**config.mk**
```make
export PLATFORM = sky130hd
export DESIGN_NAME = vtrace_sequencer
export DESIGN_NICKNAME = d
export VERILOG_FILES = /design/src/rtl/vts_pkg.sv /design/src/rtl/vts_mode_decode.sv /design/src/rtl/vts_chop_div.sv /design/src/rtl/vts_step_ctrl.sv /design/src/rtl/vtrace_sequencer.sv
export SDC_FILE = /design/constraint.sdc
export NUM_CORES = 1
export LEC_CHECK = 0
export BUFFER_PORTS_ARGS = -buffer_cell sky130_fd_sc_hd__buf_4
export CAP_MARGIN = 20
export CORE_AREA = 5 5 48 50
export CTS_CLUSTER_DIAMETER = 200
export DETAILED_ROUTE_END_ITERATION = 8
export DIE_AREA = 0 0 53 55
export PLACE_DENSITY = 0.92
export SYNTH_ARGS = -nofsm -noshare
export SYNTH_HDL_FRONTEND = slang
export SYNTH_SLANG_ARGS = --single-unit
```
**constraint.sdc**
```tcl
create_clock -name clk -period 4.55 [get_ports clk]
set_input_delay 0.455 -clock clk [delete_from_list [all_inputs] [get_ports clk]]
set_output_delay 0.455 -clock clk [all_outputs]
set_load 0.01 [all_outputs]
```
**src/rtl/vts_pkg.sv**
```systemverilog
package vts_pkg;

   localparam int NSRC = 4;

   typedef enum logic [1:0] {
      STP_CH1 = 2'd0,
      STP_CH2 = 2'd1,
      STP_TV  = 2'd2,
      STP_ADD = 2'd3
   } step_t;

   // lowest ranked selected source; CH1 when the set is empty
   function automatic step_t first_set(input logic [NSRC-1:0] mask);
      step_t r;
      logic  found;
      r     = STP_CH1;
      found = 1'b0;
      for (int i = 0; i < NSRC; i++) begin
         if (!found && mask[i]) begin
            r     = step_t'(i[1:0]);
            found = 1'b1;
         end
      end
      return r;
   endfunction

   // next selected source after cur, wrapping; cur itself if alone
   function automatic step_t next_set(input logic [NSRC-1:0] mask, input step_t cur);
      step_t      r;
      logic       found;
      logic [1:0] idx;
      r     = cur;
      found = 1'b0;
      for (int k = 1; k <= NSRC; k++) begin
         idx = 2'(cur) + 2'(k);
         if (!found && mask[idx]) begin
            r     = step_t'(idx);
            found = 1'b1;
         end
      end
      return r;
   endfunction

endpackage

```
**src/rtl/vts_mode_decode.sv**
```systemverilog
module vts_mode_decode
   import vts_pkg::*;
(
   input  logic            sel_ch1,
   input  logic            sel_ch2,
   input  logic            sel_tview,
   input  logic            sel_add,
   input  logic            xy_mode,
   output logic [NSRC-1:0] mask,
   output logic            multi
);

   logic [NSRC-1:0] raw;

   always_comb begin
      raw = {sel_add, sel_tview, sel_ch2, sel_ch1};
      // X-Y forces the channel 2 path and masks every other request
      if (xy_mode)
         mask = NSRC'(1) << STP_CH2;
      else
         mask = raw;
      multi = ($countones(mask) > 1);
   end

endmodule

```
**src/rtl/vts_chop_div.sv**
```systemverilog
module vts_chop_div #(
   parameter int DIV = 100
) (
   input  logic clk,
   input  logic rst,
   input  logic en,
   input  logic clr,
   output logic tick
);

   generate
      if (DIV < 1) begin : g_bad
         $error("vts_chop_div: DIV must be at least 1");
      end

      if (DIV == 1) begin : g_every
         logic unused_ok;
         assign unused_ok = clk ^ rst;
         assign tick = en & ~clr;
      end else begin : g_count
         localparam int CNT_W = $clog2(DIV);
         logic [CNT_W-1:0] cnt;

         always_ff @(posedge clk) begin
            if (rst || clr || !en)
               cnt <= '0;
            else if (cnt == CNT_W'(DIV - 1))
               cnt <= '0;
            else
               cnt <= cnt + 1'b1;
         end

         assign tick = en & ~clr & (cnt == CNT_W'(DIV - 1));
      end
   endgenerate

endmodule

```
**src/rtl/vts_step_ctrl.sv**
```systemverilog
module vts_step_ctrl
   import vts_pkg::*;
(
   input  logic            clk,
   input  logic            rst,
   input  logic [NSRC-1:0] mask,
   input  logic            restart,
   input  logic            adv,
   output step_t           eff
);

   step_t cur;
   step_t head;

   assign head = first_set(mask);

   always_ff @(posedge clk) begin
      if (rst || restart)
         cur <= head;
      else if (adv)
         cur <= next_set(mask, cur);
   end

   // a restart shows the new head in the same cycle
   assign eff = (rst || restart) ? head : cur;

endmodule

```
**src/rtl/vtrace_sequencer.sv**
```systemverilog
module vtrace_sequencer
   import vts_pkg::*;
#(
   parameter int CLK_HZ  = 100_000_000,
   parameter int CHOP_HZ = 1_000_000
) (
   input  logic clk,
   input  logic rst,
   input  logic sel_ch1,
   input  logic sel_ch2,
   input  logic sel_tview,
   input  logic sel_add,
   input  logic xy_mode,
   input  logic chop_en,
   input  logic sweep_end,
   output logic gate_ch1,
   output logic gate_ch2,
   output logic gate_tview,
   output logic add_on
);

   localparam int DIV    = (CHOP_HZ > 0) ? CLK_HZ / CHOP_HZ : 1;
   localparam int MODE_W = 5;

   generate
      if (CHOP_HZ <= 0 || CLK_HZ < CHOP_HZ) begin : g_chk_rate
         $error("vtrace_sequencer: CHOP_HZ must be positive and not above CLK_HZ");
      end
   endgenerate

   logic [NSRC-1:0]   mask;
   logic              multi;
   logic [MODE_W-1:0] mode_now;
   logic [MODE_W-1:0] mode_q;
   logic              mode_chg;
   logic              chop_tick;
   logic              adv;
   step_t             eff;
   logic              live;

   vts_mode_decode u_dec (
      .sel_ch1   (sel_ch1),
      .sel_ch2   (sel_ch2),
      .sel_tview (sel_tview),
      .sel_add   (sel_add),
      .xy_mode   (xy_mode),
      .mask      (mask),
      .multi     (multi)
   );

   assign mode_now = {xy_mode, sel_add, sel_tview, sel_ch2, sel_ch1};

   always_ff @(posedge clk) begin
      mode_q <= mode_now;
   end

   assign mode_chg = (mode_now != mode_q);

   vts_chop_div #(.DIV(DIV)) u_div (
      .clk  (clk),
      .rst  (rst),
      .en   (multi & chop_en),
      .clr  (mode_chg),
      .tick (chop_tick)
   );

   always_comb begin
      if (!multi || mode_chg)
         adv = 1'b0;
      else if (chop_en)
         adv = chop_tick;
      else
         adv = sweep_end;
   end

   vts_step_ctrl u_step (
      .clk     (clk),
      .rst     (rst),
      .mask    (mask),
      .restart (mode_chg),
      .adv     (adv),
      .eff     (eff)
   );

   assign live = |(mask & (NSRC'(1) << eff));

   always_comb begin
      gate_ch1   = live & ((eff == STP_CH1) | (eff == STP_ADD));
      gate_ch2   = live & ((eff == STP_CH2) | (eff == STP_ADD));
      gate_tview = live & (eff == STP_TV);
      add_on     = live & (eff == STP_ADD);
   end

endmodule

```
== Word level (Yosys, flattened, before mapping) ==
Index checks and enable logic that the tools add are counted.

* Register bits after elaboration: 14
* Input bits: 9
* Output and inout bits: 4
* Logic and storage cells: 89

* Add/subtract/negate cells: 7
* $lt $le $gt $ge: 5
* Equal/unequal tests: 6
* Shift-type cells: 1
* Mux-type cells: 33
* Bitwise gates (word level): 11
* Reduce and logical (&&, ||, !) cells: 23

{| class="wikitable"
|+ Operators by type and width
! operator !! number
|-
| adder 32 bit || 1
|-
| greater-than comparator 32 x 2 -> 1 bit, second input constant || 1
|-
| two-way mux 1 bit || 19
|-
| two-way mux 2 bit || 9
|-
| < comparator 2 x 3 -> 1 bit, second input constant || 4
|-
| binary-select mux 1 bit (select 2 bit) || 4
|-
| logical NOT 1 bit || 8
|-
| adder 7 x 1 -> 7 bit, second input constant || 1
|-
| bitwise AND 1 bit || 7
|-
| == test 7 bit, second input constant || 1
|-
| logical AND 1 bit || 6
|-
| != test 5 bit || 1
|-
| adder 1 x 1 -> 2 bit || 2
|-
| adder 2 bit, second input constant || 2
|-
| bitwise AND 4 bit || 1
|-
| == test 2 bit, second input constant || 2
|-
| two-way mux 4 bit || 1
|-
| nonzero test 4 bit || 1
|-
| OR reduction 4 bit || 1
|-
| << shifter 1 x 2 -> 4 bit, first input constant || 1
|-
| logical OR 1 bit || 3
|-
| AND reduction 3 bit || 1
|-
| adder 2 x 1 -> 2 bit, second input constant || 1
|-
| == test 2 x 1 -> 1 bit, second input constant || 1
|-
| other kinds (6) || 7
|}

== Depth between registers and ports, before layout ==
* Word-level depth: 26
* Mapped depth: 11
* Mapped depth without buffers: 10

== Cells and area by module ==
A second synthesis with hierarchy kept.

* Cell total of the unflattened synthesis: 115
* Area total of the unflattened synthesis: 982.2 sq um

{| class="wikitable"
|+ By module, submodules not included
! module !! times used !! cells an instance !! area each (sq um) !! sequential area each (sq um)
|-
| vts_step_ctrl || 1 || 43 || 320.3 || 60.1
|-
| vtrace_sequencer || 1 || 32 || 300.3 || 100.1
|-
| vts_chop_div || 1 || 33 || 292.8 || 140.1
|-
| vts_mode_decode || 1 || 7 || 68.8 || 0.0
|}

== Worst setup path before layout ==
Ideal clock, no wire load.

* Path type: input to output
* Start point: input port sel_ch1
* End point: output port add_on
* Data arrival time: 2409 ps
* Required time: 4095 ps
* Path slack: 1686 ps
* Stages: 10
* Path buffers: 2
* Cells stage by stage: buf_6 xnor2_2 nand4_1 or3_1 buf_6 mux2_2 ha_1 a222oi_1 o21ai_0 and2_1

* Longest elaborated chain between the ends: 16
* Elaborated cells on any way between the ends: 21
* Classes of those cells: eq/ne (2); shift (1); mux (8); bitwise (2); reduce/logical (8)

{| class="wikitable"
|+ RTL lines
! element !! line !! source
|-
| from (decl) || vtrace_sequencer.sv:9 || <nowiki>input logic sel_ch1,</nowiki>
|-
| two-way mux 4 bit || vts_mode_decode.sv:18 || <nowiki>if (xy_mode)</nowiki>
|-
| two-way mux 1 bit || vts_pkg.sv:19 || <nowiki>if (!found && mask[i]) begin</nowiki>
|-
| logical NOT 1 bit || vts_pkg.sv:19 ||
|-
| logical AND 1 bit || vts_pkg.sv:19 ||
|-
| two-way mux 1 bit || vts_pkg.sv:19 ||
|-
| logical NOT 1 bit || vts_pkg.sv:19 ||
|-
| logical AND 1 bit || vts_pkg.sv:19 ||
|-
| two-way mux 1 bit || vts_pkg.sv:19 ||
|-
| logical NOT 1 bit || vts_pkg.sv:19 ||
|-
| logical AND 1 bit || vts_pkg.sv:19 ||
|-
| two-way mux 2 bit || vts_pkg.sv:19 ||
|-
| two-way mux 2 bit || vts_step_ctrl.sv:25 || <nowiki>assign eff = (rst || restart) ? head : cur;</nowiki>
|-
| << shifter 1 x 2 -> 4 bit || vtrace_sequencer.sv:85 || <nowiki>assign live = |(mask & (NSRC'(1) << eff));</nowiki>
|-
| bitwise AND 4 bit || vtrace_sequencer.sv:85 ||
|-
| OR reduction 4 bit || vtrace_sequencer.sv:85 ||
|-
| bitwise AND 1 bit * || vtrace_sequencer.sv:91 || <nowiki>add_on = live & (eff == STP_ADD);</nowiki>
|-
| to (decl) || vtrace_sequencer.sv:19 || <nowiki>output logic add_on</nowiki>
|}

Every way passes the cells marked *; elsewhere a longest branch is shown, timed or not.

== Worst setup path after layout ==
* Start point: input port sel_add
* End point: output port gate_tview

* Longest elaborated chain between the ends: 8
* Elaborated cells on any way between the ends: 11
* Classes of those cells: eq/ne (2); shift (1); mux (3); bitwise (2); reduce/logical (3)

{| class="wikitable"
|+ RTL lines
! element !! line !! source
|-
| from (decl) || vtrace_sequencer.sv:12 || <nowiki>input logic sel_add,</nowiki>
|-
| two-way mux 4 bit || vts_mode_decode.sv:18 ||
|-
| logical AND 1 bit || vts_pkg.sv:19 ||
|-
| two-way mux 2 bit || vts_pkg.sv:19 ||
|-
| two-way mux 2 bit || vts_step_ctrl.sv:25 ||
|-
| << shifter 1 x 2 -> 4 bit || vtrace_sequencer.sv:85 ||
|-
| bitwise AND 4 bit || vtrace_sequencer.sv:85 ||
|-
| OR reduction 4 bit || vtrace_sequencer.sv:85 ||
|-
| bitwise AND 1 bit * || vtrace_sequencer.sv:90 || <nowiki>gate_tview = live & (eff == STP_TV);</nowiki>
|-
| to (decl) || vtrace_sequencer.sv:18 || <nowiki>output logic gate_tview,</nowiki>
|}

Marked as above.

==> impl_metrics.env <==
export IMPL_cts_made_buffers=3
export IMPL_yosysSeqAreaShare_pct=28.0
export IMPL_place_area_mm2=0.00114
export IMPL_synthAdderAreaFrac_pct=12.1
export IMPL_grt_overflow_total=0
export IMPL_final_seq_area_um2=300
export IMPL_syn_area_per_cell_um2=8.32
export IMPL_floorplan_initialDensity_pct=57.7
export IMPL_slowest_stage="or3_1"
export IMPL_antennaDiodeCount=0
export IMPL_crit_path_frequent_cell="buf_4"
export IMPL_fin_area_mm2=0.00118
export IMPL_cts_setup_buffers=0
export IMPL_syn_area_mm2=0.00107
export IMPL_area_delta_synth_final_pct=10.0
export IMPL_critPathKind="primary input to output pin"
export IMPL_cts_buffer_depth=2
export IMPL_die_y_um=55
export IMPL_path_cells="buf_4, xnor2_1, nand4_1, or3_1, mux2_2, ha_1, a222oi_1, o21ai_0, and2_1, buf_4"
export IMPL_synth_xor_area_share_pct=9.67
export IMPL_synthSimpleGateAreaFrac_pct=21.2
export IMPL_hold_buffers=0
export IMPL_yosysMostFrequentCell="nor2_1"
export IMPL_critical_path_arrival_ns=2.76
export IMPL_postCtsResizedCells=0
export IMPL_tritoncts="built"
export IMPL_synth_seq_cells=14
export IMPL_tightest_slew_ns=0.480
export IMPL_routed_wl_mm=2.20
export IMPL_grt_pass1_wl_mm=3.57
export IMPL_synth_nets=147
export IMPL_synth_top_family_by_area="simple AND/OR/NAND/NOR gates"
export IMPL_fin_skew_ns=0.00407
export IMPL_total_power_uw=290
export IMPL_grt_util_all_layers_pct=17.1
export IMPL_maxSlewViolCount=0
export IMPL_drive_above_1_share_pct=13.9
export IMPL_synthDistinctLibCells=44
export IMPL_p_leak_nw=0.510
export IMPL_synthCells=129
export IMPL_ant_nets=0
export IMPL_muxShareOfSynthArea_pct=4.31
export IMPL_die_w_um=53
export IMPL_antenna_found_initial=0
export IMPL_synth_edf_count=2
export IMPL_max_clock_freq_ghz=0.311
export IMPL_worstSetupEndpointType="output pin"
export IMPL_slew_headroom_pct=68.0
export IMPL_finalSetupViolCount=0
export IMPL_synth_top_area_share_pct=22.4
export IMPL_dr_pass1_iters=5
export IMPL_clock_latency_ns=0.28
export IMPL_yosys_top_cells_count="16 x nor2_1, 12 x dfxtp_1, 10 x inv_1, 8 x ha_1, 8 x nand2_1"
export IMPL_drtIter0Drc=34
export IMPL_pre_cts_ws_ns=1.32
export IMPL_fill_cells=159
export IMPL_grt_setup_unrepaired="false"
export IMPL_clk_pin_slew_ns=0.09
export IMPL_p_per_area_mw_per_mm2=245
export IMPL_row_count=16
export IMPL_vdd_drop_max_v=0.000106
export IMPL_ys_flop_type="dfxtp_1"
export IMPL_worst_slack_ns=1.33
export IMPL_hold_class="primary input to flip-flop"
export IMPL_gp_congestion=0.838
export IMPL_cap_viol_max_count=0
export IMPL_ys_warn_count=0
export IMPL_dr_total_vias=923
export IMPL_yosys_area_top_type="dfxtp_1"
export IMPL_layout_nets=156
export IMPL_hold_violations=0
export IMPL_core_mm2=0.00186
export IMPL_wl_per_cell_um=13.4
export IMPL_cts_htree_levels=1
export IMPL_worstPathRequired_ns=4.09
export IMPL_synth_compound_area_share_pct=16.3
export IMPL_reg2reg_depth=5
export IMPL_start_kind="primary input"
export IMPL_final_core_util_pct=63.4
export IMPL_io_pins=13
export IMPL_avgViaCountPerCell=5.63
export IMPL_finalCritPeriodShare_pct=70.7
export IMPL_holdPathStages=1
export IMPL_tns_ns=0
export IMPL_grt_max_degree=17
export IMPL_dp_hpwl_mm=1.63
export IMPL_multi_input_area_um2=683
export IMPL_ctsRootBufferMaster="clkbuf_4"
export IMPL_die_area_mm2=0.00292
export IMPL_port_buffer_count=12
export IMPL_cp_max_fo=15
export IMPL_drcViolationCount=0
export IMPL_cp_slowest_stage_delay_ns=0.50
export IMPL_layout_min_cycle_time_ns=3.22
export IMPL_synthTopCellsByArea="dfxtp_1 22%, ha_1 9.3%, edfxtp_1 5.6%"
export IMPL_cts_sinks=14
export IMPL_status="completed"
export IMPL_grt_pass1_vias=832
export IMPL_async_reset_ff_share_pct=0
-- power by group --
part	internal, mW	switching [mW]
Clock	0.0487	0.0420
Sequential	0.129	0.00522
Combinational	0.0299	0.0344
-- worst paths after layout --
kind | startpoint | to | slack [ns]
setup / recovery | sel_add | gate_tview | 1.33
hold / removal | sel_ch2 | mode_q[1] | 0.32
setup reg to reg | u_step.cur[1] | u_step.cur[0] | 2.74
hold reg to reg | u_div.g_count.cnt[0] | u_div.g_count.cnt[0] | 0.45
-- cells by family after synthesis --
group | after synthesis
AO/OA/AOI/OAI | 26
adder cells (fa/ha/maj) | 10
XOR/XNOR | 11
AND/OR/NAND/NOR | 46
flip-flops | 14
multiplexers | 4
buffers and inverters | 18
-- final cells by class --
type | instances | share of cell area, %
clock buffer | 4 | 3.07
multi-input combinational | 97 | 57.8
inverter | 10 | 3.18
timing repair buffer | 12 | 7.63
sequential | 14 | 25.4
tap | 27 | 2.86
-- critical path: cells and delay by family --
| family | cells | cell delay, ns |
|---|---|---|
| mux | 1 | 0.35 |
| xor+xnor | 1 | 0.16 |
| simple gates | 3 | 0.78 |
| fa+ha+maj | 1 | 0.22 |
| buf+inv | 2 | 0.30 |
| compound gates | 2 | 0.49 |
-- metal layers --
metal	GRT usage (%)	vias up	wire length, um
met5	0	-	0
met4	13.2	0	70
li1	-	455	-
met2	30.0	39	1090
met3	2.68	9	123
met1	18.5	420	917
-- state kept, by name (all words and copies together), names as in the netlist --
| signal | cells |
|---|---|
| u_div.g_count.cnt | 7 |
| u_step.cur | 2 |
| mode_q | 5 |
-- placed cells by master (no fill, tap or decap), types with 2 or more instances in the layout --
master / n
o21ai_0: 5
clkbuf_4: 3
nand3_1: 6
edfxtp_1: 2
nor3b_1: 2
o21bai_1: 2
inv_1: 10
nand2b_1: 2
a21oi_1: 5
ha_1: 8
mux2i_1: 2
buf_4: 12
nor2_1: 16
and2_1: 2
o21a_1: 2
xor2_1: 4
dfxtp_1: 12
a31oi_1: 2
xnor2_1: 6
nand2_1: 8
or2b_1: 2
o22ai_1: 2
-- through the flow --
stage,cells,hold slack [ns]
2_1_floorplan,129,0.410
3_3_place_gp,160,0.427
3_5_place_dp,160,0.441
4_1_cts,164,0.320
5_1_grt,164,0.321
6_report,164,0.319
No activity file was read; power rests on OpenSTA's default activity.
